$ cat src/rtl/vram_ws_pkg.sv
package vram_ws_pkg;
  typedef enum logic [1:0] {
    SZ_BYTE = 2'b00,
    SZ_HALF = 2'b01,
    SZ_WORD = 2'b10,
    SZ_RSVD = 2'b11
  } size_e;
endpackage

$ cat src/rtl/vram_addr_fold.sv
module vram_addr_fold #(
  parameter int OFF_W     = 17,
  parameter int MEM_BYTES = 98304
) (
  input  logic [OFF_W-1:0] win_off,
  input  logic [1:0]       size,
  output logic [OFF_W-1:0] off_mirror,
  output logic [OFF_W-1:0] off_aligned
);
  import vram_ws_pkg::*;
  localparam int WIN_BYTES = 1 << OFF_W;
  localparam logic [OFF_W-1:0] FOLD_STEP = OFF_W'(WIN_BYTES - MEM_BYTES);
  localparam logic [OFF_W-1:0] TOP_LIM   = OFF_W'(MEM_BYTES);

  always_comb begin
    if (win_off >= TOP_LIM) off_mirror = win_off - FOLD_STEP;
    else                    off_mirror = win_off;
  end

  always_comb begin
    off_aligned = off_mirror;
    if (size == SZ_WORD) off_aligned[1:0] = 2'b00;
    else                 off_aligned[0]   = 1'b0;
  end
endmodule

$ cat src/rtl/vram_byte_gate.sv
module vram_byte_gate #(
  parameter int OFF_W        = 17,
  parameter int MODE_W       = 3,
  parameter int TILE_MODE_MAX = 2,
  parameter int TILE_LIMIT   = 'h10000,
  parameter int BMP_LIMIT    = 'h14000
) (
  input  logic [OFF_W-1:0]  off_mirror,
  input  logic [MODE_W-1:0] bg_mode,
  input  logic              is_byte,
  output logic              drop
);
  localparam logic [OFF_W-1:0]  TILE_LIM = OFF_W'(TILE_LIMIT);
  localparam logic [OFF_W-1:0]  BMP_LIM  = OFF_W'(BMP_LIMIT);
  localparam logic [MODE_W-1:0] TMAX     = MODE_W'(TILE_MODE_MAX);

  logic [OFF_W-1:0] limit;

  always_comb begin
    if (bg_mode <= TMAX) limit = TILE_LIM;
    else                 limit = BMP_LIM;
    drop = is_byte && (off_mirror >= limit);
  end
endmodule

$ cat src/rtl/vram_lane_steer.sv
module vram_lane_steer #(
  parameter int OFF_W  = 17,
  parameter int DATA_W = 32,
  parameter int HW_W   = 16,
  parameter int BANKS  = 2
) (
  input  logic                   valid,
  input  logic [1:0]             size,
  input  logic [OFF_W-1:1]       off_hw,
  input  logic [DATA_W-1:0]      wdata,
  input  logic                   drop,
  output logic [BANKS-1:0]       bank_we,
  output logic [OFF_W-3:0]       bank_row [BANKS],
  output logic [HW_W/8-1:0]      bank_be  [BANKS],
  output logic [HW_W-1:0]        bank_data[BANKS]
);
  import vram_ws_pkg::*;
  localparam int BE_W = HW_W / 8;

  logic accept;
  assign accept = valid && (size != SZ_RSVD) && !drop;

  for (genvar b = 0; b < BANKS; b++) begin : g_bank
    logic hit;
    always_comb begin
      hit = (size == SZ_WORD) || (off_hw[1] == b[0]);
      bank_we[b]  = accept && hit;
      bank_row[b] = off_hw[OFF_W-1:2];
      bank_be[b]  = bank_we[b] ? {BE_W{1'b1}} : {BE_W{1'b0}};
      case (size)
        SZ_WORD: bank_data[b] = wdata[b*HW_W +: HW_W];
        SZ_HALF: bank_data[b] = wdata[HW_W-1:0];
        default: bank_data[b] = {2{wdata[7:0]}};
      endcase
    end
  end
endmodule

$ cat src/rtl/vram_write_steer.sv
module vram_write_steer #(
  parameter int ADDR_W        = 24,
  parameter int DATA_W        = 32,
  parameter int HW_W          = 16,
  parameter int MODE_W        = 3,
  parameter int OFF_W         = 17,
  parameter int MEM_BYTES     = 98304,
  parameter int TILE_MODE_MAX = 2,
  parameter int TILE_LIMIT    = 'h10000,
  parameter int BMP_LIMIT     = 'h14000
) (
  input  logic              clk,
  input  logic              rst_n,
  input  logic              req_valid,
  input  logic [ADDR_W-1:0] req_addr,
  input  logic [1:0]        req_size,
  input  logic [DATA_W-1:0] req_wdata,
  input  logic [MODE_W-1:0] req_bg_mode,
  output logic              ev_we,
  output logic [OFF_W-3:0]  ev_row,
  output logic [HW_W/8-1:0] ev_be,
  output logic [HW_W-1:0]   ev_data,
  output logic              od_we,
  output logic [OFF_W-3:0]  od_row,
  output logic [HW_W/8-1:0] od_be,
  output logic [HW_W-1:0]   od_data
);
  import vram_ws_pkg::*;
  localparam int BANKS = 2;
  localparam int ROW_W = OFF_W - 2;
  localparam int BE_W  = HW_W / 8;

  logic unused_hi;
  assign unused_hi = ^req_addr[ADDR_W-1:OFF_W];

  logic [OFF_W-1:0] off_mirror, off_aligned;
  logic             drop;
  logic [BANKS-1:0] n_we;
  logic [ROW_W-1:0] n_row  [BANKS];
  logic [BE_W-1:0]  n_be   [BANKS];
  logic [HW_W-1:0]  n_data [BANKS];
  logic             unused_b0;
  assign unused_b0 = off_aligned[0];

  vram_addr_fold #(.OFF_W(OFF_W), .MEM_BYTES(MEM_BYTES)) u_fold (
    .win_off     (req_addr[OFF_W-1:0]),
    .size        (req_size),
    .off_mirror  (off_mirror),
    .off_aligned (off_aligned)
  );

  vram_byte_gate #(
    .OFF_W(OFF_W), .MODE_W(MODE_W), .TILE_MODE_MAX(TILE_MODE_MAX),
    .TILE_LIMIT(TILE_LIMIT), .BMP_LIMIT(BMP_LIMIT)
  ) u_gate (
    .off_mirror (off_mirror),
    .bg_mode    (req_bg_mode),
    .is_byte    (req_size == SZ_BYTE),
    .drop       (drop)
  );

  vram_lane_steer #(.OFF_W(OFF_W), .DATA_W(DATA_W), .HW_W(HW_W), .BANKS(BANKS)) u_steer (
    .valid     (req_valid),
    .size      (req_size),
    .off_hw    (off_aligned[OFF_W-1:1]),
    .wdata     (req_wdata),
    .drop      (drop),
    .bank_we   (n_we),
    .bank_row  (n_row),
    .bank_be   (n_be),
    .bank_data (n_data)
  );

  // Data-path registers load only when a bank is written; enables always update.
  logic ev_load, od_load;
  assign ev_load = n_we[0];
  assign od_load = n_we[1];

  always_ff @(posedge clk or negedge rst_n) begin
    if (!rst_n) begin
      ev_we <= 1'b0;
      od_we <= 1'b0;
    end else begin
      ev_we <= n_we[0];
      od_we <= n_we[1];
    end
  end

  always_ff @(posedge clk or negedge rst_n) begin
    if (!rst_n) begin
      ev_row  <= '0;
      ev_be   <= '0;
      ev_data <= '0;
    end else if (ev_load) begin
      ev_row  <= n_row[0];
      ev_be   <= n_be[0];
      ev_data <= n_data[0];
    end
  end

  always_ff @(posedge clk or negedge rst_n) begin
    if (!rst_n) begin
      od_row  <= '0;
      od_be   <= '0;
      od_data <= '0;
    end else if (od_load) begin
      od_row  <= n_row[1];
      od_be   <= n_be[1];
      od_data <= n_data[1];
    end
  end
endmodule

$ cat config.mk
export PLATFORM = sky130hd
export DESIGN_NAME = vram_write_steer
export DESIGN_NICKNAME = d
export VERILOG_FILES = /design/src/rtl/vram_ws_pkg.sv /design/src/rtl/vram_addr_fold.sv /design/src/rtl/vram_byte_gate.sv /design/src/rtl/vram_lane_steer.sv /design/src/rtl/vram_write_steer.sv
export SDC_FILE = /design/constraint.sdc
export NUM_CORES = 1
export LEC_CHECK = 0
export ABC_AREA = 1
export ABC_CLOCK_PERIOD_IN_PS = 900
export BUFFER_PORTS_ARGS = -buffer_cell sky130_fd_sc_hd__buf_2
export CAP_MARGIN = 20
export CORE_ASPECT_RATIO = 0.5
export CORE_UTILIZATION = 30
export DETAILED_ROUTE_END_ITERATION = 8
export PLACE_DENSITY = 0.63
export RECOVER_POWER = 100
export REMOVE_ABC_BUFFERS = 1
export SLEW_MARGIN = 30
export SYNTH_ARGS = -nofsm -noshare
export SYNTH_HDL_FRONTEND = slang
export SYNTH_SLANG_ARGS = --single-unit
export TNS_END_PERCENT = 50
$ cat constraint.sdc
create_clock -name clk -period 0.9 [get_ports clk]
set_input_delay 0.18 -clock clk [delete_from_list [all_inputs] [get_ports clk]]
set_output_delay 0.18 -clock clk [all_outputs]
set_load 0.05 [all_outputs]
==> results by group, run 1 <==
Setup path
  • Most used cell, CP: nand2_1
  • Req. time, crit path: 1.11 ns
  • CP cell instances: buf_6 -> a21o_1 -> ha_1 -> inv_1 -> nor2_1 -> a21boi_1 -> nand3_2 -> nand2_4 -> nand3_4 -> buf_12 -> nand2_1 -> nand2_1
  • Crit Path Category: primary input to register
  • CP Launch Type: primary input
  • Crit-path max cell delay: 0.27 ns
  • Top delay family on crit path: simple AND/OR/NAND/NOR gates
  • Buffers and inverters on the worst path: 3
  • CP max-delay cell: ha_1
  • Arrival @ worst endpoint: 1.66 ns
  • Crit. End Element: register
  • Crit-path max FO: 12

Finish
  • Commonest non-fill, non-tap cell in the layout: nand2_1
  • Nets: 633
  • Most frequent cells in the layout: nand2_1, buf_6, dfrtp_1
  • Layout cells sized above 1: 41.1%
  • Antenna cells: 0
  • Fillers: 937
  • Util after Layout: 51.6%
  • Layout area overhead: 63.2%

Power and ir drop
  • P_leak: 2.85 nW
  • Power density cells: 2240 nW/um2
  • Peak supply drop: 0.979 mV

STA
  • Final Max Slew Viols: 0
  • Fraction of the cycle the final worst path needs: 161%
  • Slew Limit Headroom: 61.2%
  • RSZ-0062 raised after global routing: true
  • Worst-margin pin slew: 0.582 ns
  • Min setup slack post-route: -0.550 ns
  • Setup_tns: -44.91 ns
  • F_max: 0.689 GHz
  • Final setup violation count: 134
  • Minimum clock period: 1.45 ns
  • Fin. Hold Viols: 0
  • Final clock skew: 0 ns

Outcome
  • Status: finished, violations left
  • Failing checks: negative setup slack

Clock network
  • Num Clock Sinks: 66
  • CTS max path bufs: 2
  • CTS tree: yes
  • CTS clock-pin slew for the worst setup and hold paths: 0.05 ns
  • H-tree depth: 3
  • Total CTS buffers: 9
  • Clock latency on the worst-skew pair: 0.32 ns
  • Clock root cell: clkbuf_16

Floorplan
  • CORE AREA: 10400 um2
  • Die area: 11500 um2
  • Starting Density: 31.6%
  • Ports: 132
  • Chip height: 76.2 um
  • Die W: 150 um
  • Rows: 26

Route
  • Drt pass-1 iters: 4
  • Avg Vias per Cell: 4.81
  • WL final: 10.5 mm
  • Routed length per placed instance: 14.9 um
  • DRC viols: 0
  • Initial drt markers: 174
  • Vias: 3398
  • ANT nets after route: 0

Global routing
  • Vias in the first global route: 3263
  • First-pass GRT wire length: 16.2 mm
  • GRT overflow: 0
  • Gr usage total: 18.0%
  • Largest net degree at the start of global routing: 33
  • Initial antenna violation count: 0

Logic synthesis
  • Sequential area share after synthesis: 50.0%
  • Mean post-synth cell area: 8.12 um2
  • Library cells used by synthesis: 20
  • #FFs+latches synth: 66
  • YS warnings: 0
  • Synthesized area: 3300 um2
  • Cells after synthesis: 407

Hold path
  • Worst min-delay path category: primary input to register

Placed design
  • GP Congestion: 0.782
  • Port Buffer Count: 124
  • Final HPWL DP: 7.15 mm

Job
  • Number of max-cap violations: 0
## stage by stage
| step | setup WS (ns) | power, mW | hold slack (ns) | cell area, um2 | std cells |
|---|---|---|---|---|---|
| 2_1_floorplan | -2.55 | 6.53 | -0.116 | 3120 | 375 |
| 5_1_grt | -0.663 | 12.6 | 0.127 | 5390 | 707 |
| 4_1_cts | -0.524 | 12.0 | 0.120 | 5220 | 705 |
| 3_3_place_gp | -0.887 | 7.86 | 0.0508 | 4400 | 685 |
| 6_report | -0.550 | 12.1 | 0.126 | 5390 | 707 |
| 3_5_place_dp | -0.943 | 7.91 | 0.0507 | 4400 | 685 |
## registers in the layout, summed over array words and instances, names as in the netlist
signal	count
ev_be	1
od_we	1
ev_row	15
ev_data	16
od_data	16
od_be	1
od_row	15
ev_we	1
## final timing paths
path / start / end / slack (ns) / depth (start not counted)
worst min-delay path: req_wdata[5] / ev_data[5]$_DFFE_PN0P_ / 0.13 / 3
min in group asynchronous: rst_n / od_row[14]$_DFFE_PN0P_ / 0.37 / 2
worst max register to register: od_be[0]$_DFFE_PN0P_ / od_be[0]$_DFFE_PN0P_ / 0.11 / 3
max in group asynchronous: rst_n / od_we$_DFF_PN0_ / 0.01 / 3
worst max-delay path: req_bg_mode[1] / od_row[5]$_DFFE_PN0P_ / -0.55 / 12
worst min register to register: ev_row[14]$_DFFE_PN0P_ / ev_row[14]$_DFFE_PN0P_ / 0.49 / 2
## Yosys cell counts
cell | number | area share (%)
nor2_2 | 1 | 0.19
nor2_1 | 18 | 2.0
inv_1 | 30 | 3.4
nand2_1 | 144 | 16
nand3_4 | 2 | 1.1
dfrtp_1 | 66 | 50
buf_1 | 3 | 0.34
a21boi_0 | 1 | 0.23
ha_1 | 6 | 2.3
nand3_1 | 21 | 3.2
nand4_1 | 62 | 12
buf_6 | 6 | 2.0
nand2_4 | 1 | 0.34
clkbuf_1 | 15 | 1.7
o21ai_0 | 14 | 2.1
a21oi_1 | 6 | 0.91
o211ai_1 | 2 | 0.45
buf_4 | 2 | 0.45
a21o_1 | 1 | 0.23
buf_2 | 6 | 0.91
## repair_timing
action,CTS,global route
buffers inserted,3,1
pin swaps,2,2
hold endpoints to repair,66,0
gates resized for setup,161,36
cloned,1,2
setup endpoints to repair,134,134
hold buffers,1,0
## worst min-delay path, cell delays in order
cell     delay (ns)
buf_2          0.11
nand4_1        0.07
nand2_1        0.05
## area by class of cell
| cell class | count | area (um2) | area share [%] |
|---|---|---|---|
| clock buffer | 13 | 260 | 4.83 |
| timing repair buffer | 177 | 1640 | 30.4 |
| clock inverter | 2 | 12.5 | 0.232 |
| multi-input combinational | 279 | 1530 | 28.4 |
| sequential | 66 | 1650 | 30.6 |
| inverter | 30 | 123 | 2.27 |
| tap | 140 | 175 | 3.25 |
## per-layer routing
metal / up-vias / wire (um) / share of wire, % / global-route usage (%)
met3: 11 / 501 / 4.8 / 4.31
met2: 75 / 5370 / 51 / 29.6
met1: 1646 / 4530 / 43 / 23.4
li1: 1666 / - / - / -
met4: 0 / 141 / 1.3 / 5.25
met5: - / 0 / 0 / 0
## where the power goes
part	switching [mW]	leakage (nW)	internal, mW
registers	0.490	0.821	3.51
clock network	1.16	0.132	1.99
logic	3.14	1.90	1.78
total	4.79	2.85	7.28
## cell families (layout without fill, tap and decap cells)
group | count (synthesis) | count (layout) | share of synthesized area [%]
AOI/OAI and AO/OA | 24 | 24 | 3.94
adders and majority gates | 6 | 6 | 2.27
buffers and inverters | 62 | 222 | 8.86
DFF | 66 | 66 | 50.0
and+or+nand+nor | 249 | 249 | 34.9
Note: power is estimated with default switching activity, not from simulation.
==> run 2, diff against run 1 <==
--- a/config.mk
+++ b/config.mk
@@ -9,7 +9,8 @@
 export ABC_CLOCK_PERIOD_IN_PS = 900
 export BUFFER_PORTS_ARGS = -buffer_cell sky130_fd_sc_hd__buf_2
 export CAP_MARGIN = 20
-export CORE_ASPECT_RATIO = 0.5
+export CORE_ASPECT_RATIO = 0.8
+export CORE_MARGIN = 4
 export CORE_UTILIZATION = 30
 export DETAILED_ROUTE_END_ITERATION = 8
 export PLACE_DENSITY = 0.63
==> constraint.sdc (replaced) <==
create_clock -name clk -period 0.9 [get_ports clk]
set_input_delay 0.09 -clock clk [delete_from_list [all_inputs] [get_ports clk]]
set_output_delay 0.09 -clock clk [all_outputs]
set_load 0.05 [all_outputs]
==> run 2 against run 1 <==
Effect of this change:
- the run still ends with negative setup slack left
- clock-buffer cell count is 2 lower
- first-iteration DRC count fell by 0.57%
- sequential share of layout area increased by 1.4 points
- die area rose by 11%
- sequential power decreased by 2%
- non-clock buffer count decreased by 3
- core utilization down 2.5 points
- routed wire length rose by 1.9%
- clock skew unchanged
- global-route usage down 0.50 points
- cell area is 4.4% lower
- critical path type unchanged
- largest cell class unchanged
- highest routed layer unchanged
==> results by group, run 2 (synthesis gave the netlist of run 1 again) <==
Clock network
  • Clock latency on the worst-skew pair: 0.33 ns (about the same)
  • CTS max path bufs: 2 (unchanged)
  • CTS clock-pin slew for the worst setup and hold paths: 0.05 ns (about the same)
  • Clock root cell: clkbuf_16
  • H-tree depth: 3 (unchanged)
  • Total CTS buffers: 9 (unchanged)
  • Num Clock Sinks: 66 (unchanged)
  • CTS tree: yes

Setup path
  • Req. time, crit path: 1.12 ns (about the same)
  • Crit Path Category: primary input to register
  • CP Launch Type: primary input
  • Arrival @ worst endpoint: 1.55 ns (-0.11 ns)
  • Crit-path max cell delay: 0.26 ns (about the same)
  • CP max-delay cell: ha_1
  • CP cell instances: buf_6 -> a21o_1 -> ha_1 -> inv_1 -> nor2_1 -> a21boi_1 -> nand3_2 -> nand2_4 -> nand3_4 -> buf_12 -> nand2_1 -> nand2_1
  • Crit. End Element: register
  • Most used cell, CP: nand2_1
  • Crit-path max FO: 24 (+12)

Job
  • Number of max-cap violations: 0 (unchanged)

Floorplan
  • Die W: 125 um (-17%)
  • Rows: 33 (+27%)
  • Chip height: 102 um (+34%)
  • Ports: 132 (unchanged)
  • CORE AREA: 10500 um2 (+0.43%)
  • Starting Density: 31.5% (-0.14 points)
  • Die area: 12800 um2 (+11%)

STA
  • RSZ-0062 raised after global routing: true
  • F_max: 0.748 GHz (+8.6%)
  • Min setup slack post-route: -0.436 ns (+0.114 ns)
  • Setup_tns: -31.11 ns (+13.80 ns)
  • Minimum clock period: 1.34 ns (-0.114 ns)
  • Slew Limit Headroom: 64.3% (+3.1 points)
  • Fraction of the cycle the final worst path needs: 148% (-13 points)
  • Final clock skew: 0 ns (unchanged)
  • Worst-margin pin slew: 0.535 ns (-0.0462 ns)
  • Fin. Hold Viols: 0 (unchanged)
  • Final setup violation count: 134 (unchanged)
  • Final Max Slew Viols: 0 (unchanged)

Route
  • Routed length per placed instance: 15.2 um (+2.1%)
  • Avg Vias per Cell: 4.78 (-0.54%)
  • DRC viols: 0 (unchanged)
  • ANT nets after route: 0 (unchanged)
  • Initial drt markers: 173 (-0.57%)
  • Drt pass-1 iters: 4 (unchanged)
  • WL final: 10.7 mm (+1.9%)
  • Vias: 3370 (-0.82%)

Finish
  • Nets: 630 (-0.47%)
  • Antenna cells: 0 (unchanged)
  • Commonest non-fill, non-tap cell in the layout: nand2_1
  • Largest regs: ev_data x16, od_data x16
  • Fin cells: 705 (-0.28%)
  • Layout cells sized above 1: 35.6% (-5.5 points)
  • Layout area overhead: 56.1%
  • Most frequent cells in the layout: nand2_1, buf_6, dfrtp_1

Global routing
  • Largest net degree at the start of global routing: 67 (+100%)
  • GRT overflow: 0 (unchanged)
  • Vias in the first global route: 3479 (+6.6%)
  • Initial antenna violation count: 0 (unchanged)
  • Gr usage total: 17.5% (-0.50 points)
  • First-pass GRT wire length: 17.7 mm (+9.3%)

Outcome
  • Status: finished, violations left
  • Failing checks: negative setup slack

Power and ir drop
  • Peak supply drop: 1.28 mV (+31%)
  • Power density cells: 2360 nW/um2 (+5.3%)
  • P_leak: 2.78 nW (-2.5%)

Hold path
  • Worst min-delay path category: primary input to register

Placed design
  • Setup WS pre-CTS: -0.880 ns (+0.0627 ns)
  • GP Congestion: 0.840 (+7.4%)
  • Final HPWL DP: 7.47 mm (+4.6%)
  • Inst Count DP: 687 (+0.29%)
  • Port Buffer Count: 124 (unchanged)
[run 2: layout make-up]
cell class | instances | area, um2
clock buffers | 11 | 243
fillers | 1015 | 5330
multi-input cells | 279 | 1400
flip-flops and latches | 66 | 1650
well taps | 140 | 175
inverters | 30 | 113
repair buffers | 174 | 1520
clock inverters | 5 | 53.8
[run 2: final timing paths]
kind | start | endpoint | slack [ns] | cells after the start
worst min register to register | ev_data[13]$_DFFE_PN0P_ | ev_data[13]$_DFFE_PN0P_ | 0.49 | 2
worst max register to register | ev_row[12]$_DFFE_PN0P_ | ev_row[12]$_DFFE_PN0P_ | 0.25 | 2
worst max-delay path | req_bg_mode[1] | od_row[2]$_DFFE_PN0P_ | -0.44 | 12
worst min-delay path | req_wdata[0] | ev_data[0]$_DFFE_PN0P_ | 0.02 | 3
max in group asynchronous | rst_n | od_data[7]$_DFFE_PN0P_ | 0.13 | 3
min in group asynchronous | rst_n | ev_row[4]$_DFFE_PN0P_ | 0.38 | 3
[run 2: stage by stage]
step	cell area [um2]	power, mW	utilization [%]	hold slack, ns
2_1_floorplan	3120	6.53	-	-0.206
3_3_place_gp	4370	7.88	41.7	0.141
3_5_place_dp	4370	7.92	41.7	0.146
4_1_cts	5130	12.3	48.9	0.0131
5_1_grt	5150	12.7	49.2	0.0231
6_report	5150	12.2	49.2	0.0228
[run 2: where the power goes]
group | total (mW) | switching (mW) | leakage (nW) | internal [mW]
sequential | 3.94 | 0.437 | 0.821 | 3.51
clock | 3.49 | 1.28 | 0.149 | 2.21
combinational | 4.72 | 3.06 | 1.81 | 1.65
[run 2: what timing repair did]
action	4_1_cts	5_1_grt
hold endpoints to repair	66	0
setup endpoints to repair	134	134
gates resized for setup	142	9
gates cloned	0	0
pin swaps	2	2
hold buffers	1	0
buffers inserted	0	1
[run 2: per-layer routing]
metal,GRT usage [%],share of wire [%]
met1,23.7,46
met2,28.5,47
met3,4.39,4.9
met4,4.75,1.3
met5,0,0
[run 2: critical path: cells and delay by family]
family	cells	cell delay (ns)
simple gates	6	0.53
fa+ha+maj	1	0.26
buf+inv	3	0.33
compound gates	2	0.34
==> run 3, diff against run 2 <==
--- a/config.mk
+++ b/config.mk
@@ -16,6 +16,7 @@
 export PLACE_DENSITY = 0.63
 export RECOVER_POWER = 100
 export REMOVE_ABC_BUFFERS = 1
+export SETUP_SLACK_MARGIN = 0.3
 export SLEW_MARGIN = 30
 export SYNTH_ARGS = -nofsm -noshare
 export SYNTH_HDL_FRONTEND = slang
==> run 3 against run 2 <==
Effect of this change:
- the run still ends with negative setup slack left
- critical path depth is the same
- largest power group unchanged
- routed wire length is 0.19% lower
- die area stayed put
- sequential cell count is the same
- worst hold slack got worse by 0.0072 ns
- sequential share of layout area grew 0.10 points
- non-clock buffer count shrank 1
- clock power about the same
- global-route usage did not move
- setup slack got worse by 0.0040 ns
- total power fell by 0.18%
- maximum frequency shrank 0.30%
- critical path type unchanged
==> results by group, run 3 (synthesis gave the netlist of run 1 again) <==
STA
  • Worst-margin pin slew: 0.920 ns (+0.384 ns)
  • Final setup violation count: 134 (unchanged)
  • Final Max Slew Viols: 0 (unchanged)
  • Final clock skew: 0 ns (unchanged)
  • Minimum clock period: 1.34 ns (+0.00403 ns)
  • Min setup slack post-route: -0.440 ns (-0.00403 ns)
  • F_max: 0.746 GHz (-0.30%)
  • Slew Limit Headroom: 38.7% (-26 points)
  • Fin. Hold Viols: 0 (unchanged)
  • Fraction of the cycle the final worst path needs: 149% (+0.45 points)
  • RSZ-0062 raised after global routing: true

Route
  • Drt pass-1 iters: 4 (unchanged)
  • Avg Vias per Cell: 4.82 (+0.77%)
  • Routed length per placed instance: 15.2 um (about the same)
  • DRC viols: 0 (unchanged)
  • ANT nets after route: 0 (unchanged)
  • Initial drt markers: 182 (+5.2%)
  • WL final: 10.7 mm (-0.19%)
  • Vias: 3391 (+0.62%)

Global routing
  • Vias in the first global route: 3473 (-0.17%)
  • GRT overflow: 0 (unchanged)
  • Global routing's busiest layer: met2
  • Largest net degree at the start of global routing: 67 (unchanged)
  • Met3 usage: 4.44% (+0.052 points)
  • Initial antenna violation count: 0 (unchanged)
  • Met2 Use GR: 28.5% (unchanged)
  • Gr usage total: 17.5% (unchanged)
  • First-pass GRT wire length: 17.7 mm (unchanged)
  • Routing usage on met1: 23.6% (-0.033 points)

Hold path
  • Worst min-delay path category: primary input to async pin

Clock network
  • CTS tree: yes
  • Clock latency on the worst-skew pair: 0.32 ns (about the same)
  • CTS max path bufs: 2 (unchanged)
  • Clock root cell: clkbuf_16
  • Num Clock Sinks: 66 (unchanged)
  • CTS clock-pin slew for the worst setup and hold paths: 0.06 ns (about the same)
  • H-tree depth: 3 (unchanged)
  • Total CTS buffers: 9 (unchanged)

Placed design
  • GP Congestion: 0.840 (unchanged)
  • Final HPWL DP: 7.47 mm (unchanged)
  • Port Buffer Count: 124 (unchanged)
  • Inst Count DP: 687 (unchanged)
  • Placement Cell Area: 4370 um2 (unchanged)
  • Setup WS pre-CTS: -0.880 ns (unchanged)

Setup path
  • Worst R2R Path Depth: 2 (unchanged)
  • CP Launch Type: primary input
  • Req. time, crit path: 1.11 ns (about the same)
  • Worst Setup SP: req_bg_mode[1]
  • Arrival @ worst endpoint: 1.55 ns (about the same)
  • Crit-path max FO: 24 (unchanged)
  • Worst flop-to-flop path startpoint: ev_row[12]$_DFFE_PN0P_
  • Crit Reg-Reg Endpoint: ev_row[12]$_DFFE_PN0P_
  • Crit. End Element: register
  • R2R Setup Slk: 0.25 ns (about the same)
  • Crit Path Category: primary input to register

Floorplan
  • Die area: 12800 um2 (unchanged)
  • Rows: 33 (unchanged)
  • Chip height: 102 um (unchanged)
  • Ports: 132 (unchanged)
  • Starting Density: 31.5% (unchanged)
  • CORE AREA: 10500 um2 (unchanged)
  • Die W: 125 um (unchanged)

Finish
  • Antenna cells: 0 (unchanged)
  • Post-Layout Inst Area: 5140 um2 (-0.32%)
  • Layout cells sized above 1: 35.6% (+0.063 points)
  • Commonest non-fill, non-tap cell in the layout: nand2_1
  • Nets: 629 (-0.16%)
  • Most frequent cells in the layout: nand2_1, buf_6, dfrtp_1
  • Layout area overhead: 55.6%
  • Largest regs: ev_data x16, od_data x16
  • Fin cells: 704 (-0.14%)

Power and ir drop
  • Power density cells: 2360 nW/um2 (+0.14%)
  • Register share of total power: 32.5% (about the same)
  • Peak supply drop: 1.28 mV (-0.30%)
  • Comb pwr share: 38.8% (about the same)
  • Int Pwr: 7.36 mW (about the same)
  • Total power: 12.1 mW (-0.18%)
  • Switching Share: 39.3% (-0.062 points)
  • Clk pwr share: 28.7% (about the same)
  • P_leak: 2.77 nW (-0.24%)
  • Sw Pwr: 4.77 mW (-0.33%)

Outcome
  • Failing checks: negative setup slack
  • Status: finished, violations left

Job
  • Number of max-cap violations: 0 (unchanged)
==> run 3: cell count changes in the layout (fill, tap and decap cells not counted) <==
cell,before,now
clkbuf_4,0,1
clkbuf_8,2,1
dlygate4sd3_1,1,0
==> run 3: power by group through the flow <==
stage	clock network [mW]	logic, mW	registers (mW)
final	3.48	4.71	3.94
after global routing	3.73	5.00	4.01
after CTS	3.60	4.72	3.94
after detailed placement	0	4.07	3.86
after global placement	0	4.04	3.85
after floorplan	0	0.806	5.72
==> run 3: worst max path at each step <==
stage                        endpoint  slack, ns  cells past startpoint
2_1_floorplan  ev_data[0]$_DFFE_PN0P_      -2.46                      5
3_3_place_gp   ev_data[4]$_DFFE_PN0P_      -0.80                     14
3_5_place_dp   ev_row[12]$_DFFE_PN0P_      -0.88                     12
4_1_cts        ev_row[12]$_DFFE_PN0P_      -0.40                     12
5_1_grt         od_row[8]$_DFFE_PN0P_      -0.54                     12
6_report        od_row[2]$_DFFE_PN0P_      -0.44                     12
==> run 3: stage by stage <==
| step | hold slack, ns | utilization, % | TNS (ns) |
|---|---|---|---|
| 4_1_cts | -0.213 | 48.8 | -30.89 |
| 6_report | 0.0157 | 49.0 | -31.11 |
| 3_5_place_dp | 0.146 | 41.7 | -56.21 |
| 3_3_place_gp | 0.141 | 41.7 | -52.09 |
| 5_1_grt | 0.0231 | 49.0 | -40.62 |
| 2_1_floorplan | -0.206 | - | -162.30 |
==> run 3: final cells by class <==
class                   instances  area (um2)
clock inverters                 5        53.8
repair buffers                173        1500
inverters                      30         113
clock buffers                  11         243
multi-input cells             279        1400
well taps                     140         175
flip-flops and latches         66        1650
fillers                      1018        5350
==> run 3: critical path, stage by stage <==
cell	delay (ns)
buf_6	0.09
a21o_1	0.17
ha_1	0.26
inv_1	0.06
nor2_1	0.04
a21boi_1	0.17
nand3_2	0.11
nand2_4	0.15
nand3_4	0.10
buf_12	0.18
nand2_1	0.08
nand2_1	0.05
==> run 3: what timing repair did <==
item,CTS,global route
gates resized for setup,142,9
setup buffers,0,1
setup endpoints to repair,134,134
pin swaps,2,2
hold endpoints to repair,66,66
cloned,0,0
==> run 3: layer usage <==
metal	wire, um	vias up
met2	5110	97
li1	-	1662
met4	133	0
met5	0	-
met1	4970	1621
met3	499	11
